==> src/rtl/fpio_pkg.sv <==
package fpio_pkg;

   // Decoded single-port hits other than the LED banks and the map run
   typedef struct packed {
      logic stat;
      logic kdc_cmd;
      logic kdc_dat;
      logic tape;
      logic map_any;
      logic prom;
      logic pup;
      logic pulse;
   } fpio_hit_t;

   // Status byte bit positions (read side of the status port)
   localparam int ST_SER   = 0;
   localparam int ST_TAPE  = 1;
   localparam int ST_EXEC  = 3;
   localparam int ST_PUPSW = 4;
   localparam int ST_HEX   = 5;
   localparam int ST_PWRUP = 6;

   // Output latch bit positions in write data
   localparam int WR_SER   = 0;
   localparam int WR_TAPE  = 1;
   localparam int WR_PULSE = 0;

endpackage

==> src/rtl/fpio_addr_dec.sv <==
module fpio_addr_dec
   import fpio_pkg::*;
#(
   parameter int AW           = 8,
   parameter int LED_BANKS    = 3,
   parameter int LED_BASE     = 0,
   parameter int STAT_PORT    = 1,
   parameter int KDC_CMD_PORT = 3,
   parameter int KDC_DAT_PORT = 4,
   parameter int TAPE_PORT    = 5,
   parameter int MAP_BASE     = 5,
   parameter int MAP_PORTS    = 3,
   parameter int MAP_W        = 2,
   parameter int PROM_PORT    = 8,
   parameter int PUP_PORT     = 9,
   parameter int PULSE_PORT   = 10
) (
   input  logic [AW-1:0]        addr,
   output logic [LED_BANKS-1:0] led_hit,
   output fpio_hit_t            hit,
   output logic [MAP_W-1:0]     map_idx
);

   for (genvar b = 0; b < LED_BANKS; b++) begin : g_led_hit
      assign led_hit[b] = (addr == AW'(LED_BASE + b));
   end

   always_comb begin
      hit         = '0;
      hit.stat    = (addr == AW'(STAT_PORT));
      hit.kdc_cmd = (addr == AW'(KDC_CMD_PORT));
      hit.kdc_dat = (addr == AW'(KDC_DAT_PORT));
      hit.tape    = (addr == AW'(TAPE_PORT));
      hit.prom    = (addr == AW'(PROM_PORT));
      hit.pup     = (addr == AW'(PUP_PORT));
      hit.pulse   = (addr == AW'(PULSE_PORT));
      map_idx     = '0;
      for (int j = 0; j < MAP_PORTS; j++) begin
         if (addr == AW'(MAP_BASE + j)) begin
            hit.map_any = 1'b1;
            map_idx     = MAP_W'(j);
         end
      end
   end

endmodule

==> src/rtl/fpio_out_regs.sv <==
module fpio_out_regs
   import fpio_pkg::*;
#(
   parameter int DW        = 8,
   parameter int LED_BANKS = 3,
   parameter int MAP_W     = 2
) (
   input  logic                    clk,
   input  logic                    rst_cold_n,
   input  logic                    warm_rst,
   input  logic                    io_wr,
   input  logic                    io_rd,
   input  logic [DW-1:0]           wdata,
   input  logic [LED_BANKS-1:0]    led_hit,
   input  fpio_hit_t               hit,
   input  logic [MAP_W-1:0]        map_idx,
   output logic [LED_BANKS*DW-1:0] led_n,
   output logic                    ser_out,
   output logic                    tape_out,
   output logic                    prom_pulse,
   output logic                    pwrup_flag,
   output logic [MAP_W-1:0]        map_sel
);

   logic [DW-1:0] led_q [LED_BANKS];

   for (genvar b = 0; b < LED_BANKS; b++) begin : g_led
      always_ff @(posedge clk or negedge rst_cold_n) begin
         if (!rst_cold_n)                  led_q[b] <= '1;
         else if (warm_rst)                led_q[b] <= '1;
         else if (io_wr && led_hit[b])     led_q[b] <= wdata;
      end
      assign led_n[b*DW +: DW] = led_q[b];
   end

   always_ff @(posedge clk or negedge rst_cold_n) begin
      if (!rst_cold_n) begin
         ser_out    <= 1'b1;
         tape_out   <= 1'b0;
         prom_pulse <= 1'b0;
         map_sel    <= '0;
      end else if (warm_rst) begin
         ser_out    <= 1'b1;
         tape_out   <= 1'b0;
         prom_pulse <= 1'b0;
         map_sel    <= '0;
      end else begin
         if (io_wr && hit.tape) begin
            ser_out  <= wdata[WR_SER];
            tape_out <= wdata[WR_TAPE];
         end
         if (io_wr && hit.pulse)   prom_pulse <= wdata[WR_PULSE];
         if (io_rd && hit.map_any) map_sel    <= map_idx;
      end
   end

   // Power-up flag: only a cold reset sets it
   always_ff @(posedge clk or negedge rst_cold_n) begin
      if (!rst_cold_n)           pwrup_flag <= 1'b1;
      else if (io_wr && hit.pup) pwrup_flag <= 1'b0;
   end

endmodule

==> src/rtl/fpio_rd_mux.sv <==
module fpio_rd_mux
   import fpio_pkg::*;
#(
   parameter int DW = 8
) (
   input  logic          io_rd,
   input  fpio_hit_t     hit,
   input  logic          pwrup_flag,
   input  logic          sw_exec,
   input  logic          sw_pup,
   input  logic          sw_hex,
   input  logic          tape_in,
   input  logic          ser_in,
   input  logic [DW-1:0] kdc_rdata,
   input  logic [DW-1:0] prom_rdata,
   output logic [DW-1:0] rdata
);

   logic [DW-1:0] status;

   always_comb begin
      status           = '1;
      status[ST_PWRUP] = pwrup_flag;
      status[ST_HEX]   = sw_hex;
      status[ST_PUPSW] = sw_pup;
      status[ST_EXEC]  = sw_exec;
      status[ST_TAPE]  = tape_in;
      status[ST_SER]   = ser_in;
   end

   always_comb begin
      rdata = '1;
      if (io_rd) begin
         if (hit.stat)                         rdata = status;
         else if (hit.kdc_cmd || hit.kdc_dat)  rdata = kdc_rdata;
         else if (hit.prom)                    rdata = prom_rdata;
      end
   end

endmodule

==> src/rtl/fpio_decoder.sv <==
module fpio_decoder
   import fpio_pkg::*;
#(
   parameter int DW           = 8,
   parameter int AW           = 8,
   parameter int LED_BANKS    = 3,
   parameter int LED_BASE     = 0,
   parameter int STAT_PORT    = 1,
   parameter int KDC_CMD_PORT = 3,
   parameter int KDC_DAT_PORT = 4,
   parameter int TAPE_PORT    = 5,
   parameter int MAP_BASE     = 5,
   parameter int MAP_PORTS    = 3,
   parameter int PROM_PORT    = 8,
   parameter int PUP_PORT     = 9,
   parameter int PULSE_PORT   = 10,
   localparam int MAP_W       = (MAP_PORTS > 1) ? $clog2(MAP_PORTS) : 1
) (
   input  logic                    clk,
   input  logic                    rst_cold_n,
   input  logic                    warm_rst,
   input  logic [AW-1:0]           io_addr,
   input  logic [DW-1:0]           io_wdata,
   input  logic                    io_wr,
   input  logic                    io_rd,
   output logic [DW-1:0]           io_rdata,
   input  logic                    sw_exec,
   input  logic                    sw_pup,
   input  logic                    sw_hex,
   input  logic                    tape_in,
   input  logic                    ser_in,
   input  logic [DW-1:0]           kdc_rdata,
   input  logic [DW-1:0]           prom_rdata,
   output logic [LED_BANKS*DW-1:0] led_n,
   output logic                    ser_out,
   output logic                    tape_out,
   output logic                    prom_pulse,
   output logic                    pwrup_flag,
   output logic [MAP_W-1:0]        map_sel,
   output logic                    kdc_cs,
   output logic                    kdc_a0,
   output logic                    kdc_rd,
   output logic                    kdc_wr
);

   localparam int NPORTS = 1 << AW;

   if (DW < 8) begin : g_chk_dw
      $error("fpio_decoder: DW must be at least 8");
   end
   if (LED_BANKS < 1 || LED_BASE + LED_BANKS > NPORTS) begin : g_chk_led
      $error("fpio_decoder: LED bank range does not fit the port space");
   end
   if (MAP_PORTS < 1 || MAP_BASE + MAP_PORTS > NPORTS) begin : g_chk_map
      $error("fpio_decoder: map port range does not fit the port space");
   end
   if (PULSE_PORT >= NPORTS || PUP_PORT >= NPORTS || PROM_PORT >= NPORTS ||
       KDC_CMD_PORT >= NPORTS || KDC_DAT_PORT >= NPORTS || STAT_PORT >= NPORTS ||
       TAPE_PORT >= NPORTS) begin : g_chk_ports
      $error("fpio_decoder: a port address exceeds the port space");
   end

   logic [LED_BANKS-1:0] led_hit;
   fpio_hit_t            hit;
   logic [MAP_W-1:0]     map_idx;
   logic                 kdc_hit;

   fpio_addr_dec #(
      .AW(AW), .LED_BANKS(LED_BANKS), .LED_BASE(LED_BASE), .STAT_PORT(STAT_PORT),
      .KDC_CMD_PORT(KDC_CMD_PORT), .KDC_DAT_PORT(KDC_DAT_PORT), .TAPE_PORT(TAPE_PORT),
      .MAP_BASE(MAP_BASE), .MAP_PORTS(MAP_PORTS), .MAP_W(MAP_W), .PROM_PORT(PROM_PORT),
      .PUP_PORT(PUP_PORT), .PULSE_PORT(PULSE_PORT)
   ) u_dec (
      .addr(io_addr), .led_hit(led_hit), .hit(hit), .map_idx(map_idx)
   );

   fpio_out_regs #(.DW(DW), .LED_BANKS(LED_BANKS), .MAP_W(MAP_W)) u_regs (
      .clk(clk), .rst_cold_n(rst_cold_n), .warm_rst(warm_rst),
      .io_wr(io_wr), .io_rd(io_rd), .wdata(io_wdata),
      .led_hit(led_hit), .hit(hit), .map_idx(map_idx),
      .led_n(led_n), .ser_out(ser_out), .tape_out(tape_out),
      .prom_pulse(prom_pulse), .pwrup_flag(pwrup_flag), .map_sel(map_sel)
   );

   fpio_rd_mux #(.DW(DW)) u_rd (
      .io_rd(io_rd), .hit(hit), .pwrup_flag(pwrup_flag),
      .sw_exec(sw_exec), .sw_pup(sw_pup), .sw_hex(sw_hex),
      .tape_in(tape_in), .ser_in(ser_in),
      .kdc_rdata(kdc_rdata), .prom_rdata(prom_rdata), .rdata(io_rdata)
   );

   assign kdc_hit = hit.kdc_cmd | hit.kdc_dat;
   assign kdc_cs  = kdc_hit & (io_rd | io_wr);
   assign kdc_a0  = hit.kdc_cmd & (io_rd | io_wr);
   assign kdc_rd  = kdc_hit & io_rd;
   assign kdc_wr  = kdc_hit & io_wr;

endmodule

==> config.mk <==
export PLATFORM = sky130hd
export DESIGN_NAME = fpio_decoder
export DESIGN_NICKNAME = d
export VERILOG_FILES = /design/src/rtl/fpio_pkg.sv /design/src/rtl/fpio_addr_dec.sv /design/src/rtl/fpio_out_regs.sv /design/src/rtl/fpio_rd_mux.sv /design/src/rtl/fpio_decoder.sv
export SDC_FILE = /design/constraint.sdc
export NUM_CORES = 1
export LEC_CHECK = 0
export BUFFER_PORTS_ARGS = -buffer_cell sky130_fd_sc_hd__buf_2
export CAP_MARGIN = 20
export CELL_PAD_IN_SITES_DETAIL_PLACEMENT = 1
export CELL_PAD_IN_SITES_GLOBAL_PLACEMENT = 2
export CORE_UTILIZATION = 25
export CTS_BUF_LIST = sky130_fd_sc_hd__clkbuf_16
export CTS_CLUSTER_SIZE = 8
export DETAILED_ROUTE_END_ITERATION = 8
export GPL_ROUTABILITY_DRIVEN = 1
export PLACE_DENSITY = 0.86
export REMOVE_ABC_BUFFERS = 1
export SLEW_MARGIN = 20
export SYNTH_ARGS = -nofsm -noshare
export SYNTH_HDL_FRONTEND = slang
export SYNTH_SLANG_ARGS = --single-unit
==> constraint.sdc <==
create_clock -name clk -period 1.8 [get_ports clk]
set_clock_uncertainty 0.05 [all_clocks]
set_input_delay 0 -clock clk [delete_from_list [all_inputs] [get_ports clk]]
set_output_delay 0 -clock clk [all_outputs]
set_load 0.02 [all_outputs]
==> results of run 1 <==
==> cells in the mapped netlist, drive strengths merged <==
| cell | count |
|---|---|
| nand2 | 24 |
| buf | 3 |
| o311ai | 1 |
| or3 | 2 |
| a21oi | 9 |
| clkinv | 1 |
| inv | 1 |
| o22ai | 6 |
| nor2 | 23 |
| nand3 | 8 |
| dfrtp | 4 |
| dfstp | 26 |
| o32ai | 2 |
| a211oi | 1 |
| nor2b | 1 |
| nand2b | 3 |
| a21boi | 1 |
| nor3 | 10 |
| o41a | 1 |
| nor4 | 6 |
| a31oi | 1 |
| o41ai | 1 |
| clkbuf | 8 |
| a2bb2oi | 6 |
| mux2i | 18 |
| or2 | 1 |
| and2 | 2 |
| or4 | 3 |
| or3b | 1 |
==> layout make-up <==
| cell class | instances | area share (%) |
|---|---|---|
| inverter | 2 | 0.3052 |
| multi-input combinational | 131 | 33.01 |
| sequential | 30 | 31.84 |
| timing repair buffer | 104 | 25.33 |
| clock buffer | 5 | 5.086 |
| tap | 77 | 3.917 |
| clock inverter | 3 | 0.5086 |
==> logic make-up (layout without fill, tap and decap cells) <==
family          after synthesis  in the layout  synth area share, %
simple gates                 84             84                25.78
flops                        30             30                47.46
mux                          18             18                10.92
compound gates               29             29                12.28
buf+inv                      13            114                3.563
==> worst register-to-register path, stage by stage (launching register included) <==
cell and delay (ps):
dfstp_2 530, nor2_1 40, mux2i_1 170
==> per-layer routing <==
| layer | GRT usage (%) | up-vias | routed length [um] |
|---|---|---|---|
| met3 | 4.175 | 9 | 178 |
| met4 | 5.016 | 0 | 100 |
| met5 | 0 | - | 0 |
| li1 | - | 829 | - |
| met1 | 19.11 | 839 | 2284 |
| met2 | 30.77 | 28 | 3014 |
==> flip-flops by register name, indices dropped and copies added (netlist names) <==
register           cells
u_regs.tape_out        1
u_regs.prom_pulse      1
u_regs.map_sel         2
u_regs.ser_out         1
u_regs.led_n          24
u_regs.pwrup_flag      1
==> report_power, final <==
part	leakage (nW)	switching, W	internal [W]	total, W
Sequential	0.329	0.000000460	0.000680	0.000680
Clock	0.0724	0.000283	0.000498	0.000781
Combinational	0.653	0.000102	0.0000766	0.000178
Total	1.05	0.000385	0.00125	0.00164
==> layout by cell type (no fill, tap or decap), drive strengths merged, types with 2 or more instances in the layout <==
master / n
or3: 2
mux2i: 18
nor4: 6
nor3: 10
and2: 2
or4: 3
clkinv: 3
buf: 94
o22ai: 6
nand2b: 3
nand3: 8
dfrtp: 4
clkbuf: 5
dfstp: 26
a21oi: 9
inv: 2
o32ai: 2
a2bb2oi: 6
nand2: 24
nor2: 23
dlygate4sd3: 10
==> how the worst max path moves through the flow <==
stage                        endpoint  slack [ps]  cells past startpoint
final                     io_rdata[0]          80                      6
after global placement    io_rdata[5]         -10                      6
after detailed placement  io_rdata[0]         -20                      6
after global routing      io_rdata[4]           9                      6
after floorplan           io_rdata[0]         180                      4
after CTS                 io_rdata[0]          90                      6
==> timing repair <==
item                                   CTS  global route
setup endpoints to repair                7             0
hold buffers                            10             0
buffers inserted                         0             0
gates resized for setup                  1             0
endpoints found under the hold margin   27             0
==> stage by stage <==
stage               power (W)  std cells
floorplan           0.0007420        163
finish               0.001640        352
detailed placement  0.0008513        334
global placement    0.0008480        334
CTS                  0.001667        352
global route         0.001719        352
==> metrics.cfg, run 1 <==
[run_status]
status=finished, final reports clean

[hold_path]
min_from=io_addr[0]
holdPathStages=3
hold_end=u_regs.map_sel[1]
hold_class=input pin to flop

[timing]
hold_violations=0
slew_headroom_pct=55.88
setup_ws_ps=79.62
min_period_over_period_pct=95.58
setup_viol=0
holdWs_ps=33.97
fmax_mhz=581.3
fin_setup_tns_ps=0
tightest_slew_ps=661.7
period_minus_slack_ps=1720
rsz0062_at_grt=no
final_max_slew_viol_count=0

[cts]
clock_latency_ps=270
cts_buffers=5
cts.sinks=30
cts_tree=built
cts_root_buffer=clkbuf_16
clk_path_buf_depth=2
htreeDepth=2
path_clk_slew_ps=50

[routing]
drtIter0Drc=62
wirelength_um=5578
dr.pass1.iters=3
vias=1705
ant_nets=0
drc=0
viasPerCell=4.844
post_drt_wl_per_cell_um=15.85

[setup_path]
cp_max_fo=8
slowest_stage=or4_4
crit_required_ps=1750
worst_setup_path_start_kind=input pin
critPathCaptureType=output pin
cpPeakStageDelay_ps=560
r2r_cells=2
timing.rr.end=u_regs.led_n[13]
crit_start=io_addr[5]
rr_startpoint=u_regs.led_n[13]
crit_buf_inv=2
path_cells=buf_2 > or4_4 > or4_4 > o22ai_1 > nand3_1 > buf_2
path_delay_family=simple AND/OR/NAND/NOR gates
crit_type=input pin to output pin
ff2ff_setup_slack_ps=940
crit_arrival_ps=1670

[global_route]
grt_overflow_total=0
grt_pass1_wl_um=9204
grt_pass1_vias=1870
grtUsageTotal_pct=16.80
grt_max_degree=31
antenna_found_initial=0

[final_layout]
seqCellArea_um2=783.3
utilization_pct=38.74
multiInputGateArea_um2=812.0
fill_cells=754
final_nets=316
area_growth_pct=49.05
drive_gt1_share_pct=48.00
antenna_cells=0
final_area_um2=2460

[floorplanning]
die_height_um=83.25
rows=29
num_io_pins=84
initial_core_util_pct=25.99
die_area_um2=6931
die_width_um=83.25
core_area_um2=6350

[synth]
synth_cells=174
synth_warnings=0
yosysTopAreaCell=dfstp_2
syn-cell-area_um2=1650
yosysSeqAreaShare_pct=47.46
synth_area_leaders=dfstp_2, mux2i_1, dfrtp_1
synth.distinct_cells=32
avgSynthCellArea_um2=9.485
synth-seq-cells=30
synth_top_area_share_pct=41.39

[power_and_ir_drop]
power_leakage_nw=1.054
power_density_nw_per_um2=666.7
vdd_drop_max_mv=0.4496

[place]
gp_congestion=0.7918
dp_slack_ps=-22.72
place_area_um2=2218
dp_hpwl_um=4137
port_buffers=83

[run]
cap_violations=0

No activity file was read; power rests on OpenSTA's default activity.
==> run 2: changes to the inputs <==
--- a/config.mk
+++ b/config.mk
@@ -10,7 +10,6 @@
 export CELL_PAD_IN_SITES_DETAIL_PLACEMENT = 1
 export CELL_PAD_IN_SITES_GLOBAL_PLACEMENT = 2
 export CORE_UTILIZATION = 25
-export CTS_BUF_LIST = sky130_fd_sc_hd__clkbuf_16
 export CTS_CLUSTER_SIZE = 8
 export DETAILED_ROUTE_END_ITERATION = 8
 export GPL_ROUTABILITY_DRIVEN = 1
==> constraint.sdc (replaced) <==
create_clock -name clk -period 1.8 [get_ports clk]
set_clock_uncertainty 0.05 [all_clocks]
set_input_delay 0.18 -clock clk [delete_from_list [all_inputs] [get_ports clk]]
set_output_delay 0.18 -clock clk [all_outputs]
set_load 0.02 [all_outputs]
==> run 2 against run 1 <==
  * The flow now finishes with violations (negative setup slack)
  * Register-to-register slack lost 20 ps
  * Routed wire length fell by 2.4%
  * Setup slack got worse by 260 ps
  * Highest routed layer unchanged
  * Combinational power about the same
  * Critical endpoint is now io_rdata[3]
  * Sequential share of layout area is 0.23 points higher
  * Fmax fell by 13%
==> metrics.cfg, run 2 (same netlist as run 1, synthesis figures left out) <==
[run_status]
status=finished, violations left
violations=negative setup slack

[place]
dp_slack_ps=-384.6  ; -361.9 ps
gp_congestion=0.7813  ; -1.3%
placedCellCount=343  ; +2.7%
port_buffers=83  ; unchanged
dp_hpwl_um=4186  ; +1.2%

[setup_path]
crit_type=input pin to output pin
path_delay_family=simple AND/OR/NAND/NOR gates
ff2ff_setup_slack_ps=920  ; -20 ps
timing.rr.end=u_regs.led_n[14]
r2r_cells=2  ; unchanged
rr_startpoint=u_regs.led_n[14]
crit_required_ps=1570  ; -180 ps
slowest_stage=or4_4
cpPeakStageDelay_ps=540  ; -20 ps
crit_buf_inv=2  ; unchanged
cp_max_fo=8  ; unchanged
worst_setup_path_start_kind=input pin
critPathCaptureType=output pin
crit_arrival_ps=1750  ; +80 ps
path_cells=buf_6 > or4_4 > or4_4 > o22ai_2 > nand3_1 > buf_6

[cts]
htreeDepth=2  ; unchanged
clk_path_buf_depth=2  ; unchanged
cts_tree=built
path_clk_slew_ps=60  ; about the same
cts.sinks=30  ; unchanged
cts_root_buffer=clkbuf_8
cts_buffers=5  ; unchanged
clock_latency_ps=280  ; about the same

[final_layout]
fill_cells=761  ; +0.93%
largest_register_ff_count=24  ; unchanged
final_cell_mix=buf_2, dfstp_2, nand2_1
multiInputGateArea_um2=825.8  ; +1.7%
seqCellArea_um2=783.3  ; unchanged
instances_no_fill=352  ; unchanged
area_growth_pct=47.99
final_nets=316  ; unchanged
final_common_cell=buf_2
drive_gt1_share_pct=52.73  ; +4.7 points
antenna_cells=0  ; unchanged

[timing]
tightest_slew_ps=667.2  ; +5.483 ps
setup_ws_ps=-182.9  ; -262.5 ps
min_period_over_period_pct=110.2  ; +15 points
period_minus_slack_ps=1983  ; +262.5 ps
fmax_mhz=504.3  ; -13%
rsz0062_at_grt=yes
hold_violations=0  ; unchanged
holdWs_ps=95.92  ; +61.96 ps
slew_headroom_pct=55.52  ; -0.37 points
final_max_slew_viol_count=0  ; unchanged
setup_viol=9  ; +9

[global_route]
grt_pass1_vias=1821  ; -2.6%
antenna_found_initial=0  ; unchanged
grtUsageTotal_pct=16.50  ; -0.30 points
grt_max_degree=31  ; unchanged
grt_overflow_total=0  ; unchanged
grt_pass1_wl_um=9128  ; -0.83%

[routing]
viasPerCell=4.807  ; -0.76%
ant_nets=0  ; unchanged
post_drt_wl_per_cell_um=15.47  ; -2.4%
drtIter0Drc=68  ; +9.7%
dr.pass1.iters=4  ; +1
drc=0  ; unchanged
wirelength_um=5444  ; -2.4%
vias=1692  ; -0.76%

[run]
cap_violations=0  ; unchanged

[power_and_ir_drop]
power_density_nw_per_um2=611.1  ; -8.3%
power_leakage_nw=1.056  ; +0.18%
power_w=0.001493  ; -9.0%
vdd_drop_max_mv=0.2935  ; -35%

[floorplanning]
rows=29  ; unchanged
die_height_um=83.25  ; unchanged
num_io_pins=84  ; unchanged
initial_core_util_pct=25.99  ; unchanged
core_area_um2=6350  ; unchanged
die_width_um=83.25  ; unchanged
die_area_um2=6931  ; unchanged

[hold_path]
hold_class=input pin to flop
holdPathStages=3  ; unchanged
hold_end=u_regs.led_n[2]
min_from=io_wdata[2]

==> run 2: timing repair <==
action | 4_1_cts | 5_1_grt
gates resized for setup | 6 | 2
setup endpoints to repair | 9 | 12
hold buffers | 1 | 0
buffers inserted | 0 | 0
endpoints found under the hold margin | 4 | 0
pin swaps | 3 | 3
==> run 2: final cells by class <==
class,count,area share (%)
multi-input combinational,131,33.81
sequential,30,32.07
timing repair buffer,104,25.36
clock buffer,8,4.508
tap,77,3.945
inverter,2,0.3074
==> run 2: metal layers <==
metal  share of wire [%]  vias to the layer above  wire [um]  track usage, %
met5                   0                        -          0               0
li1                    -                      828          -               -
met1                  43                      826       2329           20.05
met2                  53                       30       2884           28.69
met3                 2.6                        8        142           4.076
met4                 1.6                        0         89           5.016
==> run 2: metrics by stage <==
stage	utilization (%)	setup TNS (ps)	cell area (um^2)
detailed placement	36.00	-4992	2286
CTS	38.36	-1518	2436
global route	38.46	-2262	2442
floorplan	-	-1443	1599
global placement	36.00	-3902	2286
finish	38.46	-1379	2442
==> run 2: worst max path at each step <==
stage	from	end	slack, ps	depth (start not counted)
after global routing	io_addr[5]	io_rdata[1]	-240	6
final	io_addr[5]	io_rdata[3]	-180	6
after CTS	io_addr[5]	io_rdata[3]	-190	6
after global placement	io_addr[5]	io_rdata[6]	-370	6
after floorplan	io_addr[5]	io_rdata[0]	-180	4
after detailed placement	io_addr[5]	io_rdata[7]	-380	6
==> run 2: report_power, final <==
part,leakage [nW],internal [W],switching [W]
clock network,0.0575,0.000386,0.000246
logic,0.670,0.0000781,0.000103
registers,0.329,0.000679,0.000000447
total,1.06,0.00114,0.000350
==> run 2: worst min-delay path, stage by stage <==
cell and delay [ps]:
buf_2 90, mux2i_1 60, nand2_1 60
